===== src/rtl/ssp_pkg.sv =====
`timescale 1ns/1ps
package ssp_pkg;
  typedef enum logic [0:0] {
    ENG_IDLE  = 1'b0,
    ENG_SHIFT = 1'b1
  } eng_state_t;
endpackage


===== src/rtl/ssp_baud_gen.sv =====
`timescale 1ns/1ps
// Half-period tick generator: one tick every div_val+1 cycles while run is high.
module ssp_baud_gen #(
  parameter int DIV_W = 8
) (
  input  logic             clk,
  input  logic             rst_n,
  input  logic             run,
  input  logic [DIV_W-1:0] div_val,
  output logic             tick
);
  logic [DIV_W-1:0] cnt_q, cnt_d;

  always_comb begin
    tick  = run && (cnt_q == div_val);
    cnt_d = cnt_q;
    if (!run)      cnt_d = '0;
    else if (tick) cnt_d = '0;
    else           cnt_d = cnt_q + 1'b1;
  end

  always_ff @(posedge clk or negedge rst_n) begin
    if (!rst_n) cnt_q <= '0;
    else        cnt_q <= cnt_d;
  end

  // the counter restarts from zero whenever the engine is not running
  p_restart_r1: assert property (@(posedge clk) disable iff (!rst_n)
    !run |=> (cnt_q == '0));
endmodule


===== src/rtl/ssp_edge_sync.sv =====
`timescale 1ns/1ps
// Synchronizer chain for the external serial clock with edge detection.
module ssp_edge_sync #(
  parameter int STAGES = 2
) (
  input  logic clk,
  input  logic rst_n,
  input  logic async_in,
  output logic rise,
  output logic fall
);
  logic [STAGES-1:0] sync_q;
  logic              prev_q;
  logic              lvl;

  assign lvl  = sync_q[STAGES-1];
  assign rise = lvl && !prev_q;
  assign fall = !lvl && prev_q;

  always_ff @(posedge clk or negedge rst_n) begin
    if (!rst_n) begin
      sync_q <= '1;
      prev_q <= 1'b1;
    end else begin
      sync_q <= {sync_q[STAGES-2:0], async_in};
      prev_q <= lvl;
    end
  end

  // two detected edges of the same kind never come back to back
  p_single_rise_r9: assert property (@(posedge clk) disable iff (!rst_n)
    rise |=> !rise);
  p_single_fall_r9: assert property (@(posedge clk) disable iff (!rst_n)
    fall |=> !fall);
endmodule


===== src/rtl/ssp_frame_eng.sv =====
`timescale 1ns/1ps
// Frame engine: loads a byte, drives the serial clock, shifts data both ways.
module ssp_frame_eng
  import ssp_pkg::*;
#(
  parameter int DATA_W = 8
) (
  input  logic              clk,
  input  logic              rst_n,
  input  logic              ext_mode,
  input  logic              start_req,
  input  logic [DATA_W-1:0] tb_data,
  input  logic              tick,
  input  logic              ext_rise,
  input  logic              ext_fall,
  input  logic              sdi,
  output logic              load,
  output logic              done,
  output logic [DATA_W-1:0] rx_word,
  output logic              sdo,
  output logic              sclk_int,
  output logic              busy,
  output logic              baud_run
);
  localparam int IDX_W = (DATA_W > 1) ? $clog2(DATA_W) : 1;
  localparam logic [IDX_W-1:0] LAST_IDX = IDX_W'(DATA_W - 1);

  eng_state_t        state_q, state_d;
  logic [IDX_W-1:0]  idx_q, idx_d;
  logic [DATA_W-1:0] tx_sr_q, tx_sr_d;
  logic [DATA_W-1:0] rx_sr_q, rx_sr_d;
  logic              sdo_q, sdo_d;
  logic              sclk_q, sclk_d;
  logic              fall_ev, rise_ev;

  assign fall_ev  = ext_mode ? ext_fall : (tick && sclk_q);
  assign rise_ev  = ext_mode ? ext_rise : (tick && !sclk_q);
  assign busy     = (state_q == ENG_SHIFT);
  assign baud_run = busy && !ext_mode;
  assign sdo      = sdo_q;
  assign sclk_int = sclk_q;
  assign rx_word  = rx_sr_d;

  always_comb begin
    state_d = state_q;
    idx_d   = idx_q;
    tx_sr_d = tx_sr_q;
    rx_sr_d = rx_sr_q;
    sdo_d   = sdo_q;
    sclk_d  = sclk_q;
    load    = 1'b0;
    done    = 1'b0;
    unique case (state_q)
      ENG_IDLE: begin
        sclk_d = 1'b1;
        if (start_req) begin
          load    = 1'b1;
          tx_sr_d = tb_data;
          idx_d   = '0;
          state_d = ENG_SHIFT;
        end
      end
      ENG_SHIFT: begin
        if (fall_ev) begin
          sdo_d = tx_sr_q[idx_q];
          if (!ext_mode) sclk_d = 1'b0;
        end else if (rise_ev) begin
          rx_sr_d[idx_q] = sdi;
          if (!ext_mode) sclk_d = 1'b1;
          if (idx_q == LAST_IDX) begin
            done    = 1'b1;
            idx_d   = '0;
            state_d = ENG_IDLE;
          end else begin
            idx_d = idx_q + 1'b1;
          end
        end
      end
      default: state_d = ENG_IDLE;
    endcase
  end

  always_ff @(posedge clk or negedge rst_n) begin
    if (!rst_n) begin
      state_q <= ENG_IDLE;
      idx_q   <= '0;
      tx_sr_q <= '0;
      rx_sr_q <= '0;
      sdo_q   <= 1'b1;
      sclk_q  <= 1'b1;
    end else begin
      state_q <= state_d;
      idx_q   <= idx_d;
      tx_sr_q <= tx_sr_d;
      rx_sr_q <= rx_sr_d;
      sdo_q   <= sdo_d;
      sclk_q  <= sclk_d;
    end
  end

  // data out moves only on a serial-clock falling edge
  p_sdo_on_fall_r3: assert property (@(posedge clk) disable iff (!rst_n)
    !fall_ev |=> $stable(sdo));
  // the internal serial clock is high whenever no frame is shifting
  p_idle_high_r3: assert property (@(posedge clk) disable iff (!rst_n)
    !busy && !ext_mode |-> sclk_int);
  // a frame ends only with the final bit index
  p_done_last_r2: assert property (@(posedge clk) disable iff (!rst_n)
    done |-> (idx_q == LAST_IDX));
endmodule


===== src/rtl/sync_serial_port.sv =====
`timescale 1ns/1ps
// Top: holding registers, flags, interrupts and flow control around the engine.
module sync_serial_port #(
  parameter int DATA_W      = 8,
  parameter int DIV_W       = 8,
  parameter int SYNC_STAGES = 2
) (
  input  logic              clk,
  input  logic              rst_n,
  input  logic              mode_ext,
  input  logic              flow_en,
  input  logic              tx_en,
  input  logic              rx_en,
  input  logic              irq_on_done,
  input  logic [DIV_W-1:0]  div_val,
  input  logic              tb_wr,
  input  logic [DATA_W-1:0] tb_wdata,
  input  logic              rb_rd,
  output logic [DATA_W-1:0] rb_rdata,
  output logic              tb_empty,
  output logic              tx_idle,
  output logic              rb_full,
  output logic              overrun,
  output logic              tx_irq,
  output logic              rx_irq,
  input  logic              tx_irq_ack,
  input  logic              rx_irq_ack,
  input  logic              sclk_in,
  output logic              sclk_out,
  output logic              sclk_oe,
  output logic              sdo,
  input  logic              sdi,
  input  logic              peer_busy,
  output logic              local_busy
);
  logic [DATA_W-1:0] tb_q, tb_d, rb_q, rb_d;
  logic              tbe_q, tbe_d, rbf_q, rbf_d, ovr_q, ovr_d;
  logic              txi_q, txi_d, rxi_q, rxi_d, lbusy_q, lbusy_d;
  logic              start_req, load, done, busy, baud_run, tick;
  logic              ext_rise, ext_fall, sclk_int;
  logic [DATA_W-1:0] rx_word;
  logic              capture, ovr_hit, peer_hold;

  ssp_baud_gen #(.DIV_W(DIV_W)) u_baud (
    .clk(clk), .rst_n(rst_n), .run(baud_run), .div_val(div_val), .tick(tick));

  ssp_edge_sync #(.STAGES(SYNC_STAGES)) u_sync (
    .clk(clk), .rst_n(rst_n), .async_in(sclk_in), .rise(ext_rise), .fall(ext_fall));

  ssp_frame_eng #(.DATA_W(DATA_W)) u_eng (
    .clk(clk), .rst_n(rst_n), .ext_mode(mode_ext), .start_req(start_req),
    .tb_data(tb_q), .tick(tick), .ext_rise(ext_rise), .ext_fall(ext_fall),
    .sdi(sdi), .load(load), .done(done), .rx_word(rx_word), .sdo(sdo),
    .sclk_int(sclk_int), .busy(busy), .baud_run(baud_run));

  assign peer_hold  = !mode_ext && flow_en && peer_busy;
  assign start_req  = tx_en && !tbe_q && !peer_hold;
  assign capture    = done && rx_en && !rbf_q;
  assign ovr_hit    = done && rx_en && rbf_q;

  assign rb_rdata   = rb_q;
  assign tb_empty   = tbe_q;
  assign rb_full    = rbf_q;
  assign overrun    = ovr_q;
  assign tx_irq     = txi_q;
  assign rx_irq     = rxi_q;
  assign tx_idle    = !busy && tbe_q;
  assign sclk_out   = mode_ext ? 1'b1 : sclk_int;
  assign sclk_oe    = !mode_ext;
  assign local_busy = flow_en && mode_ext && (lbusy_q || !rx_en);

  always_comb begin
    tb_d    = tb_wr ? tb_wdata : tb_q;
    tbe_d   = tbe_q;
    if (tb_wr)     tbe_d = 1'b0;
    else if (load) tbe_d = 1'b1;

    rb_d    = capture ? rx_word : rb_q;
    rbf_d   = rbf_q;
    if (capture)    rbf_d = 1'b1;
    else if (rb_rd) rbf_d = 1'b0;

    ovr_d   = ovr_q;
    if (ovr_hit)             ovr_d = 1'b1;
    else if (rb_rd && rbf_q) ovr_d = 1'b0;

    txi_d   = txi_q;
    if ((load && !irq_on_done) || (done && irq_on_done)) txi_d = 1'b1;
    else if (tx_irq_ack)                                 txi_d = 1'b0;

    rxi_d   = rxi_q;
    if (capture)         rxi_d = 1'b1;
    else if (rx_irq_ack) rxi_d = 1'b0;

    lbusy_d = lbusy_q;
    if (done && rx_en)       lbusy_d = 1'b1;
    else if (rb_rd && rbf_q) lbusy_d = 1'b0;
  end

  always_ff @(posedge clk or negedge rst_n) begin
    if (!rst_n) begin
      tb_q    <= '0;
      rb_q    <= '0;
      tbe_q   <= 1'b1;
      rbf_q   <= 1'b0;
      ovr_q   <= 1'b0;
      txi_q   <= 1'b0;
      rxi_q   <= 1'b0;
      lbusy_q <= 1'b0;
    end else begin
      tb_q    <= tb_d;
      rb_q    <= rb_d;
      tbe_q   <= tbe_d;
      rbf_q   <= rbf_d;
      ovr_q   <= ovr_d;
      txi_q   <= txi_d;
      rxi_q   <= rxi_d;
      lbusy_q <= lbusy_d;
    end
  end

  // handoff without a concurrent write leaves the buffer empty
  p_handoff_empty_r4: assert property (@(posedge clk) disable iff (!rst_n)
    load && !tb_wr |=> tb_empty);
  // a completed frame into an empty buffer fills it and requests service
  p_capture_r7: assert property (@(posedge clk) disable iff (!rst_n)
    done && rx_en && !rb_full |=> rb_full && rx_irq);
  // a frame into a full buffer flags overrun and keeps the old byte
  p_overrun_hold_r11: assert property (@(posedge clk) disable iff (!rst_n)
    done && rx_en && rb_full |=> overrun && $stable(rb_rdata));
  // no frame starts while the peer signals busy
  p_peer_gate_r6: assert property (@(posedge clk) disable iff (!rst_n)
    !busy && !mode_ext && flow_en && peer_busy |=> !busy);
  // interrupt requests persist until acknowledged
  p_irq_sticky_r10: assert property (@(posedge clk) disable iff (!rst_n)
    tx_irq && !tx_irq_ack |=> tx_irq);
  // local busy holds while an unread byte remains
  p_busy_until_read_r8: assert property (@(posedge clk) disable iff (!rst_n)
    local_busy && rb_full && !rb_rd |=> local_busy || !(flow_en && mode_ext));
endmodule


===== config.mk =====
export PLATFORM = sky130hd
export DESIGN_NAME = sync_serial_port
export DESIGN_NICKNAME = d
export VERILOG_FILES = /design/src/rtl/ssp_pkg.sv /design/src/rtl/ssp_baud_gen.sv /design/src/rtl/ssp_edge_sync.sv /design/src/rtl/ssp_frame_eng.sv /design/src/rtl/sync_serial_port.sv
export SDC_FILE = /design/constraint.sdc
export NUM_CORES = 1
export LEC_CHECK = 0
export ABC_AREA = 1
export CAP_MARGIN = 20
export CORE_MARGIN = 10
export CORE_UTILIZATION = 52
export DETAILED_ROUTE_END_ITERATION = 7
export PLACE_DENSITY = 0.81
export SYNTH_ARGS = -nofsm -noshare
export SYNTH_HDL_FRONTEND = slang
export SYNTH_SLANG_ARGS = --single-unit

===== constraint.sdc =====
create_clock -name clk -period 2.05 [get_ports clk]
set_input_delay 0.41 -clock clk [delete_from_list [all_inputs] [get_ports clk]]
set_output_delay 0.41 -clock clk [all_outputs]
set_load 0.05 [all_outputs]

## Word level (Yosys, flattened, before mapping)

Index checks and enable logic that the tools add are counted.
W data, S select, Z words.

- Magnitude comparators: 2
- Mux-type cells: 44
- Multipliers: 0
- Shifts and indexed selects: 0
- Bitwise gates (word level): 1
- Reductions and logical operators: 42
- Add/sub/neg operators: 2
- Equality and inequality tests: 8
- Divide/modulo/power cells: 0

Operator list:

| cell | number |
|---|---|
| $mux W8 | 5 |
| $mux W1 | 29 |
| $logic_and A1 B1 Y1 | 20 |
| $mux W3 | 4 |
| $reduce_bool A2 Y1 | 6 |
| $logic_not A1 Y1 | 10 |
| $ne A3 B3 Y1 const B | 3 |
| $add A8 B1 Y8 const B | 1 |
| $bwmux W8 | 1 |
| $eq A8 B8 Y1 | 1 |
| $ne A2 B2 Y1 const B | 3 |
| $pmux W3 S2 | 1 |
| $reduce_and A3 Y1 | 2 |
| $lt A3 B4 Y1 const B | 1 |
| $pmux W1 S2 | 2 |
| $reduce_and A2 Y1 | 2 |
| $add A3 B1 Y3 const B | 1 |
| $bmux W1 S3 | 1 |
| $demux W1 S3 | 1 |
| $eq A3 B3 Y1 const B | 1 |
| $ge A3 B1 Y1 const B | 1 |
| $logic_or A1 B1 Y1 | 2 |
| $not A1 Y1 | 1 |

- Input port bits: 30
- RAM bits: 0
- Latch bits: 0
- Output and inout port bits: 18
- Flip-flop bits (word level): 55
- Memories kept: 0
- Memory bits (read-only): 0

## Depth between registers and ports, before layout

Gate-level depths: netlist (run 1).

- Depth after elaboration: 11
- Depth in mapped cells: 13

## Cells and area by module

A second synthesis (run 1) with hierarchy kept.

- Cell total of the unflattened synthesis: 394
- Area, all modules: 2,917.8 sq um

By module, submodules not included:

| module | cells each | instances | seq. area each (sq um) | area an instance (sq um) |
|---|---|---|---|---|
| ssp_frame_eng | 166 | 1 | 553.0 | 1,188.6 |
| sync_serial_port | 105 | 1 | 551.8 | 939.7 |
| ssp_baud_gen | 116 | 1 | 200.2 | 695.7 |
| ssp_edge_sync | 7 | 1 | 78.8 | 93.8 |

## Worst setup path before layout (run 1)

No wires, ideal clock.

- Kind: reg2out
- Start point: reg tbe_q, in the netlist tb_empty
- End point: out tx_idle
- Buffers on the path: 0
- Required time: 1.640 ns
- Setup slack: 0.207 ns
- Arrival: 1.433 ns
- Cell stages (with the launch flop): 3
- Cells stage by stage: dfstp_2 > inv_1 > nor2_1

- Longest elaborated chain between the ends: 1

RTL lines:

| what | line | RTL |
|---|---|---|
| start, declared | sync_serial_port.sv:37 | `logic tbe_q, tbe_d, rbf_q, rbf_d, ovr_q, ovr_d;` |
| start signal, assigned | sync_serial_port.sv:113 | `tbe_q <= tbe_d;` |
| $logic_and A1 B1 Y1 | sync_serial_port.sv:67 | `assign tx_idle = !busy && tbe_q;` |
| end, declared | sync_serial_port.sv:21 | `output logic tx_idle,` |

Every way passes these cells.

## Final worst setup path (run 1)

- Start point: reg rbf_q, in the netlist rb_full
- End point: out rb_full

RTL lines:

| what | line | RTL |
|---|---|---|
| start, declared | sync_serial_port.sv:37 |  |
| start signal, assigned | sync_serial_port.sv:114 | `rbf_q <= rbf_d;` |
| end, declared | sync_serial_port.sv:22 | `output logic rb_full,` |

No word-level cell between the ends.

==> flow_metrics.py, run 1 <==
metrics = {
    "global_route": {
        "antenna_found_initial": 0,
        "grt.total_usage": 0.1357,
        "grt_pass1_vias": 2147,
        "grt_max_degree": 38,
        "grt_overflow": 0,
        "grt_pass1_wl_um": 9570,
    },
    "detailed_routing": {
        "vias": 2062,
        "dr.first_iter.drc_count": 101,
        "ant_nets": 0,
        "drcViolationCount": 0,
        "via_per_inst": 4.644,
        "routed_wl_um": 5308,
        "wl_per_cell_um": 11.95,
        "drt-pass1-iter-count": 5,
    },
    "die": {
        "ioPinCount": 48,
        "fp-row-count": 25,
        "start_util": 0.5432,
        "die-area_um2": 8185,
        "coreArea_um2": 4755,
        "dieHeight_um": 90.47,
        "die_x_um": 90.47,
    },
    "status": {
        "status": "finished, final reports clean",
    },
    "yosys": {
        "syn_area_per_cell_um2": 8.147,
        "synth_cell_types": 30,
        "syn_inst": 317,
        "synth_seq_cells": 55,
        "synth_top_family_by_area": "simple AND/OR/NAND/NOR gates",
        "yosys.area_share.adder": 0.01453,
        "synth-xor-area-share": 0.01696,
        "synth_fp_nets": 350,
        "muxShareOfSynthArea": 0.004360,
        "yosysSeqAreaShare": 0.5359,
        "synth.cell_area_um2": 2582,
        "synth-simple-area-share": 0.2393,
        "synth_ff_type": "dfrtp_1",
        "async_flop_share": 1.000,
        "yosysTopAreaCellShare": 0.4748,
        "synth_top_cell_by_area": "dfrtp_1",
        "synth-compound-area-share": 0.08963,
        "synth_warnings": 0,
        "synth_edf_count": 0,
        "synth_area_leaders": "dfrtp_1, nand2_1, inv_1, dfstp_2, o21ai_0",
    },
    "cells_and_area": {
        "utilization": 0.7111,
        "n_antenna_cell": 0,
        "fill_cells": 385,
        "final_nets": 409,
        "syn_to_final_growth_pct": 30.91,
        "drive_gt1_frac": 0.1034,
        "final_common_cell": "nand2_1",
        "layout_common_cells": "nand2_1, inv_1, dfrtp_1, clkdlybuf4s50_1, nor2_1",
    },
    "power_and_ir_drop": {
        "seq_power_share": 0.426,
        "p_total_mw": 3.634,
        "cellLeakagePower_nw": 1.661,
        "p_clk_frac": 0.232,
        "vdd_drop_max_mv": 0.5383,
        "intPower_mw": 2.319,
        "switching_share": 0.3618,
        "powerDensity_nw_per_um2": 1075,
        "share_comb_of_total_power": 0.341,
        "p_sw_mw": 1.314,
    },
    "cts": {
        "clkTransAtPathRegs_ns": 0.10,
        "cts_max_level": 2,
        "cts_buffer_depth": 2,
        "cts_made_buffers": 5,
        "clkSinkCount": 55,
        "worstSkewPairLatency_ns": 0.31,
        "cts_resized": 0,
        "cts_hold_buf": 0,
        "postCtsSetupBuffers": 0,
        "cts-root-buf": "clkbuf_8",
        "cts_tree": "yes",
    },
    "critical_path": {
        "crit_buf_inv": 1,
        "cp-start-kind": "register",
        "path_cells": "clkdlybuf4s50_1",
        "critPathSlowestCell": "clkdlybuf4s50_1",
        "end_kind": "primary output",
        "critical_path.max_stage_delay_ns": 0.81,
        "crit_family": "buffers and inverters",
        "critPathArrivalTime_ns": 1.50,
        "path_class": "reg2out",
        "crit_fanout": 3,
        "startpoint": "rb_full",
        "timing.rr.start": "u_eng.idx_q[0]",
        "cp_data_required_time_ns": 1.64,
    },
    "timing": {
        "setup_viol": 0,
        "relSlewSlack": 0.6633,
        "slew_viol_final": 0,
        "grt_setup_unrepaired": "false",
        "hold_viol": 0,
        "fmax_ghz": 0.5238,
        "max_slew.worst_pin.slew_ns": 0.5035,
        "fin_skew_ns": 0.01096,
        "fin_crit_sh": 0.9314,
        "finalCriticalPeriod_ns": 1.909,
    },
    "flow_run": {
        "cap_violations": 0,
    },
    "place": {
        "gp_routability_congestion": 0.8207,
        "hpwl_um": 4109,
        "io_buffers": 47,
    },
    "min_path": {
        "hp-class": "in2async",
    },
}
## path summary, 6_finish.rpt
path / to / slack (ns) / cells past startpoint
max reg2reg: rb_rdata[5] / 0.40 / 7
max: rb_full / 0.14 / 1
min in group clk: u_sync.sync_q[1] / 0.36 / 0
max in group asynchronous: u_eng.sclk_int / 1.42 / 2
min reg2reg: u_sync.sync_q[1] / 0.36 / 0
min: u_baud.cnt_q[6] / 0.03 / 1
## logic make-up (layout without fill, tap and decap cells)
kind of cell | count (synthesis) | in the layout
DFF | 55 | 55
muxes | 1 | 1
AOI/OAI and AO/OA | 44 | 44
and+or+nand+nor | 146 | 146
buffers and inverters | 63 | 123
xor gates and xnor gates | 5 | 5
adders and majority gates | 3 | 3
## cells in the mapped netlist (all sizes together), types with 2 or more instances
cell type and count:
a21oi 5, buf 4, clkbuf 2, dfrtp 49
dfstp 6, ha 3, inv 57, nand2 86
nand3 21, nor2 35, o21ai 35, xor2 4
## flip-flops by register name, summed over array words and instances (netlist names)
signal          flops
u_eng.sclk_int      1
rx_irq              1
u_baud.cnt_q        8
u_eng.sdo           1
rb_rdata            8
u_sync.prev_q       1
lbusy_q             1
u_eng.idx_q         3
u_eng.rx_sr_q       8
u_eng.tx_sr_q       8
rb_full             1
tb_q                8
u_sync.sync_q       2
u_eng.busy          1
overrun             1
tx_irq              1
tb_empty            1
## per-layer routing
| layer | track usage | wire, µm |
|---|---|---|
| met4 | 0.03581 | 58 |
| met1 | 0.1676 | 2552 |
| met3 | 0.02660 | 149 |
| met5 | 0 | 0 |
| met2 | 0.2344 | 2548 |
## cell type report
cell class | instances | area [µm²] | share of cell area
Clock inverter | 3 | 67.56 | 0.01999
Sequential cell | 55 | 1384 | 0.4093
Clock buffer | 5 | 68.82 | 0.02036
Tap cell | 67 | 83.83 | 0.02480
Multi-Input combinational cell | 199 | 942.2 | 0.2787
Timing Repair Buffer | 58 | 620.6 | 0.1836
Inverter | 57 | 214.0 | 0.06329
## power groups by stage
stage / Sequential [mW] / Clock [mW] / Combinational [mW]
global placement: 1.56 / 0 / 1.21
floorplan: 1.81 / 0 / 0.549
finish: 1.55 / 0.845 / 1.24
global route: 1.58 / 0.902 / 1.39
CTS: 1.55 / 0.849 / 1.25
detailed placement: 1.57 / 0 / 1.25
## per-stage QoR
step | setup TNS (ns) | setup slack (ns) | hold slack [ns] | instance area (µm²) | std cells
CTS | 0 | 0.1370 | 0.04597 | 3381 | 444
floorplan | 0 | 0.2074 | 0.1144 | 2582 | 317
finish | 0 | 0.1407 | 0.03490 | 3381 | 444
detailed placement | -0.4459 | -0.06465 | 0.3476 | 3244 | 436
global placement | 0 | 0.02325 | 0.3465 | 3244 | 436
global route | 0 | 0.07891 | 0.05910 | 3381 | 444
Power figures use the tool's default switching activity.
==> run 2, diff against run 1 <==
CORE_ASPECT_RATIO = 0.6   (was not set)
CORE_UTILIZATION = 53   (was 52)
PLACE_DENSITY = 0.8   (was 0.81)
SYNTH_HIERARCHICAL = 1   (was not set)
==> run 2 against run 1 <==
  * Worst setup slack lost 0.21 ns
  * Largest cell class unchanged
  * Register-to-register slack lost 0.43 ns
  * Sequential power fell by 11%
  * Routed wire length increased by 57%
  * Critical path depth is 12 higher
  * Largest power group unchanged
  * Combinational power down 20%
  * Clock-buffer cell count stayed put
  * The run now ends with setup timing left
  * Non-clock buffer count rose by 36
  * Core utilization up 7.6 points
==> flow_metrics.py, run 2 <==
metrics = {
    "status": {
        "status": "complete, but fails checks",
        "failed_checks": "setup timing",
    },
    "critical_path": {
        "r2r_slack_ns": -0.03,
        "path_cells": "clkdlybuf4s50_1 > nand2_1 > nand2_1 > nand4_1 > nor2_2 > nand2_2 > buf_4 > buf_4 > buf_4 > buf_4 > buf_4 > nor2_1 > o21ai_0",
        "cp-start-kind": "input pin",
        "critPathArrivalTime_ns": 2.35,
        "end_kind": "register",
        "critPathSlowestCell": "clkdlybuf4s50_1",
        "crit_buf_inv": 6,
        "timing.rr.start": "u_baud/cnt_q[4]",
        "r2r_cells": 15,
        "critical_path.max_stage_delay_ns": 0.49,
        "path_class": "in2reg",
        "cpMostUsedCell": "buf_4",
        "cp_data_required_time_ns": 2.28,
        "crit_fanout": 3,
        "crit_family": "buffers and inverters",
        "r2r-end": "u_eng/sclk_int",
        "startpoint": "div_val[6]",
    },
    "global_route": {
        "grt.total_usage": 0.1675,
        "grt_pass1_wl_um": 12590,
        "antenna_found_initial": 0,
        "grt_pass1_vias": 2696,
        "grtUsageMet2": 0.2456,
        "grt_overflow": 0,
        "grt_max_degree": 47,
        "top_usage_layer": "met2",
        "use_met1": 0.2391,
        "grt_use_met3": 0.04685,
    },
    "detailed_routing": {
        "dr.first_iter.drc_count": 295,
        "routed_wl_um": 8316,
        "via_per_inst": 5.176,
        "vias": 2878,
        "wl_per_cell_um": 14.96,
        "drt-pass1-iter-count": 5,
        "ant_nets": 0,
        "drcViolationCount": 0,
    },
    "cells_and_area": {
        "final_nets": 522,
        "layout_common_cells": "nand2_1, inv_1, dfrtp_1, buf_4, nor2_1",
        "final_common_cell": "nand2_1",
        "syn_to_final_growth_pct": 39.75,
        "stdcell_count": 556,
        "n_antenna_cell": 0,
        "fill_cells": 338,
        "drive_gt1_frac": 0.2449,
        "utilization": 0.7872,
        "final_area_um2": 4078,
    },
    "yosys": {
        "synth_ff_type": "dfrtp_1",
        "async_flop_share": 1.000,
        "synth_seq_cells": 55,
        "synth_fp_nets": 427,
        "synth_warnings": 6,
        "syn_inst": 394,
        "synth.cell_area_um2": 2918,
        "synth_top_cell_by_area": "dfrtp_1",
        "syn_area_per_cell_um2": 7.406,
        "yosysTopAreaCellShare": 0.4202,
        "synth_most_common_cell": "nand2_1",
        "synth_cell_types": 28,
        "synth_area_leaders": "dfrtp_1, nand2_1, inv_1, nor2_1, dfstp_2",
        "synth_common_cells": "nand2_1, inv_1, dfrtp_1, nor2_1, o21ai_0",
        "synth_edf_count": 0,
        "yosysSeqAreaShare": 0.4743,
    },
    "power_and_ir_drop": {
        "p_total_mw": 3.149,
        "cellLeakagePower_nw": 2.084,
        "powerDensity_nw_per_um2": 772.4,
        "vdd_drop_max_mv": 0.4045,
    },
    "timing": {
        "fin_crit_sh": 1.033,
        "grt_setup_unrepaired": "true",
        "max_slew.worst_pin.slew_ns": 0.5275,
        "hold_viol": 0,
        "fin_skew_ns": 0.01136,
        "relSlewSlack": 0.6472,
        "finalCriticalPeriod_ns": 2.117,
        "fmax_ghz": 0.4724,
        "setup_tns_ns": -0.09965,
        "setup_ws_ns": -0.06681,
        "slew_viol_final": 0,
        "setup_viol": 2,
        "whs_ns": 0.3700,
    },
    "die": {
        "start_util": 0.5633,
        "dieHeight_um": 77.48,
        "die_x_um": 115.8,
        "die-area_um2": 8971,
        "ioPinCount": 48,
        "coreArea_um2": 5180,
        "fp-row-count": 20,
    },
    "flow_run": {
        "cap_violations": 0,
    },
    "place": {
        "io_buffers": 47,
        "pre_cts_slack_ns": -0.4559,
        "gp_routability_congestion": 0.8892,
        "post_dp_cell_area_um2": 3670,
        "dp_cells": 528,
        "hpwl_um": 5436,
    },
    "cts": {
        "worstSkewPairLatency_ns": 0.32,
        "clkSinkCount": 55,
        "cts_made_buffers": 5,
        "cts_tree": "yes",
        "cts_max_level": 2,
        "clkTransAtPathRegs_ns": 0.11,
        "cts_buffer_depth": 2,
        "cts-root-buf": "clkbuf_8",
    },
    "min_path": {
        "whs_path_depth": 0,
        "hp-class": "reg2reg",
        "hold_start": "u_sync/sync_q[0]",
        "whs_endpoint": "u_sync/sync_q[1]",
    },
}
[run 2: cell families (layout without fill, tap and decap cells)]
kind of cell	Yosys count	after routing	share of synthesized area
xor gates and xnor gates	2	2	0.006005
DFF	55	55	0.4743
adders and majority gates	3	3	0.01287
AOI/OAI and AO/OA	40	40	0.07333
buffers and inverters	85	180	0.1188
and+or+nand+nor	209	210	0.3148
[run 2: area by class of cell]
| type | instances | area [µm²] | area share |
|---|---|---|---|
| clock buffer | 5 | 68.82 | 0.01688 |
| clock inverter | 3 | 50.05 | 0.01227 |
| inverter | 78 | 292.8 | 0.07180 |
| multi-input combinational | 255 | 1319 | 0.3234 |
| sequential | 55 | 1385 | 0.3397 |
| tap | 66 | 82.58 | 0.02025 |
| timing repair buffer | 94 | 879.6 | 0.2157 |
[run 2: report_power, final]
part	internal, mW	switching, mW
clock network	0.378	0.398
registers	1.26	0.119
logic	0.383	0.611
[run 2: how the worst max path moves through the flow]
stage                           to  cells past startpoint
floorplan                  rb_full                     12
detailed placement     rb_rdata[1]                     14
global placement       rb_rdata[3]                     17
CTS                    rb_rdata[3]                     17
finish              u_eng/sclk_int                     13
global route           rb_rdata[4]                     16
[run 2: metal layers]
metal | wire [µm] | vias up
li1 | - | 1406
met3 | 798 | 12
met1 | 3735 | 1319
met4 | 110 | 0
met5 | 0 | -
met2 | 3672 | 141
[run 2: timing repair]
action                     in CTS  in global routing
setup endpoints to repair      15                 26
gates cloned                    1                  0
hold buffers                    1                  0
gates resized for setup        19                 38
hold endpoints to repair        9                  0
buffers inserted               11                  7
pin swaps                      16                 30
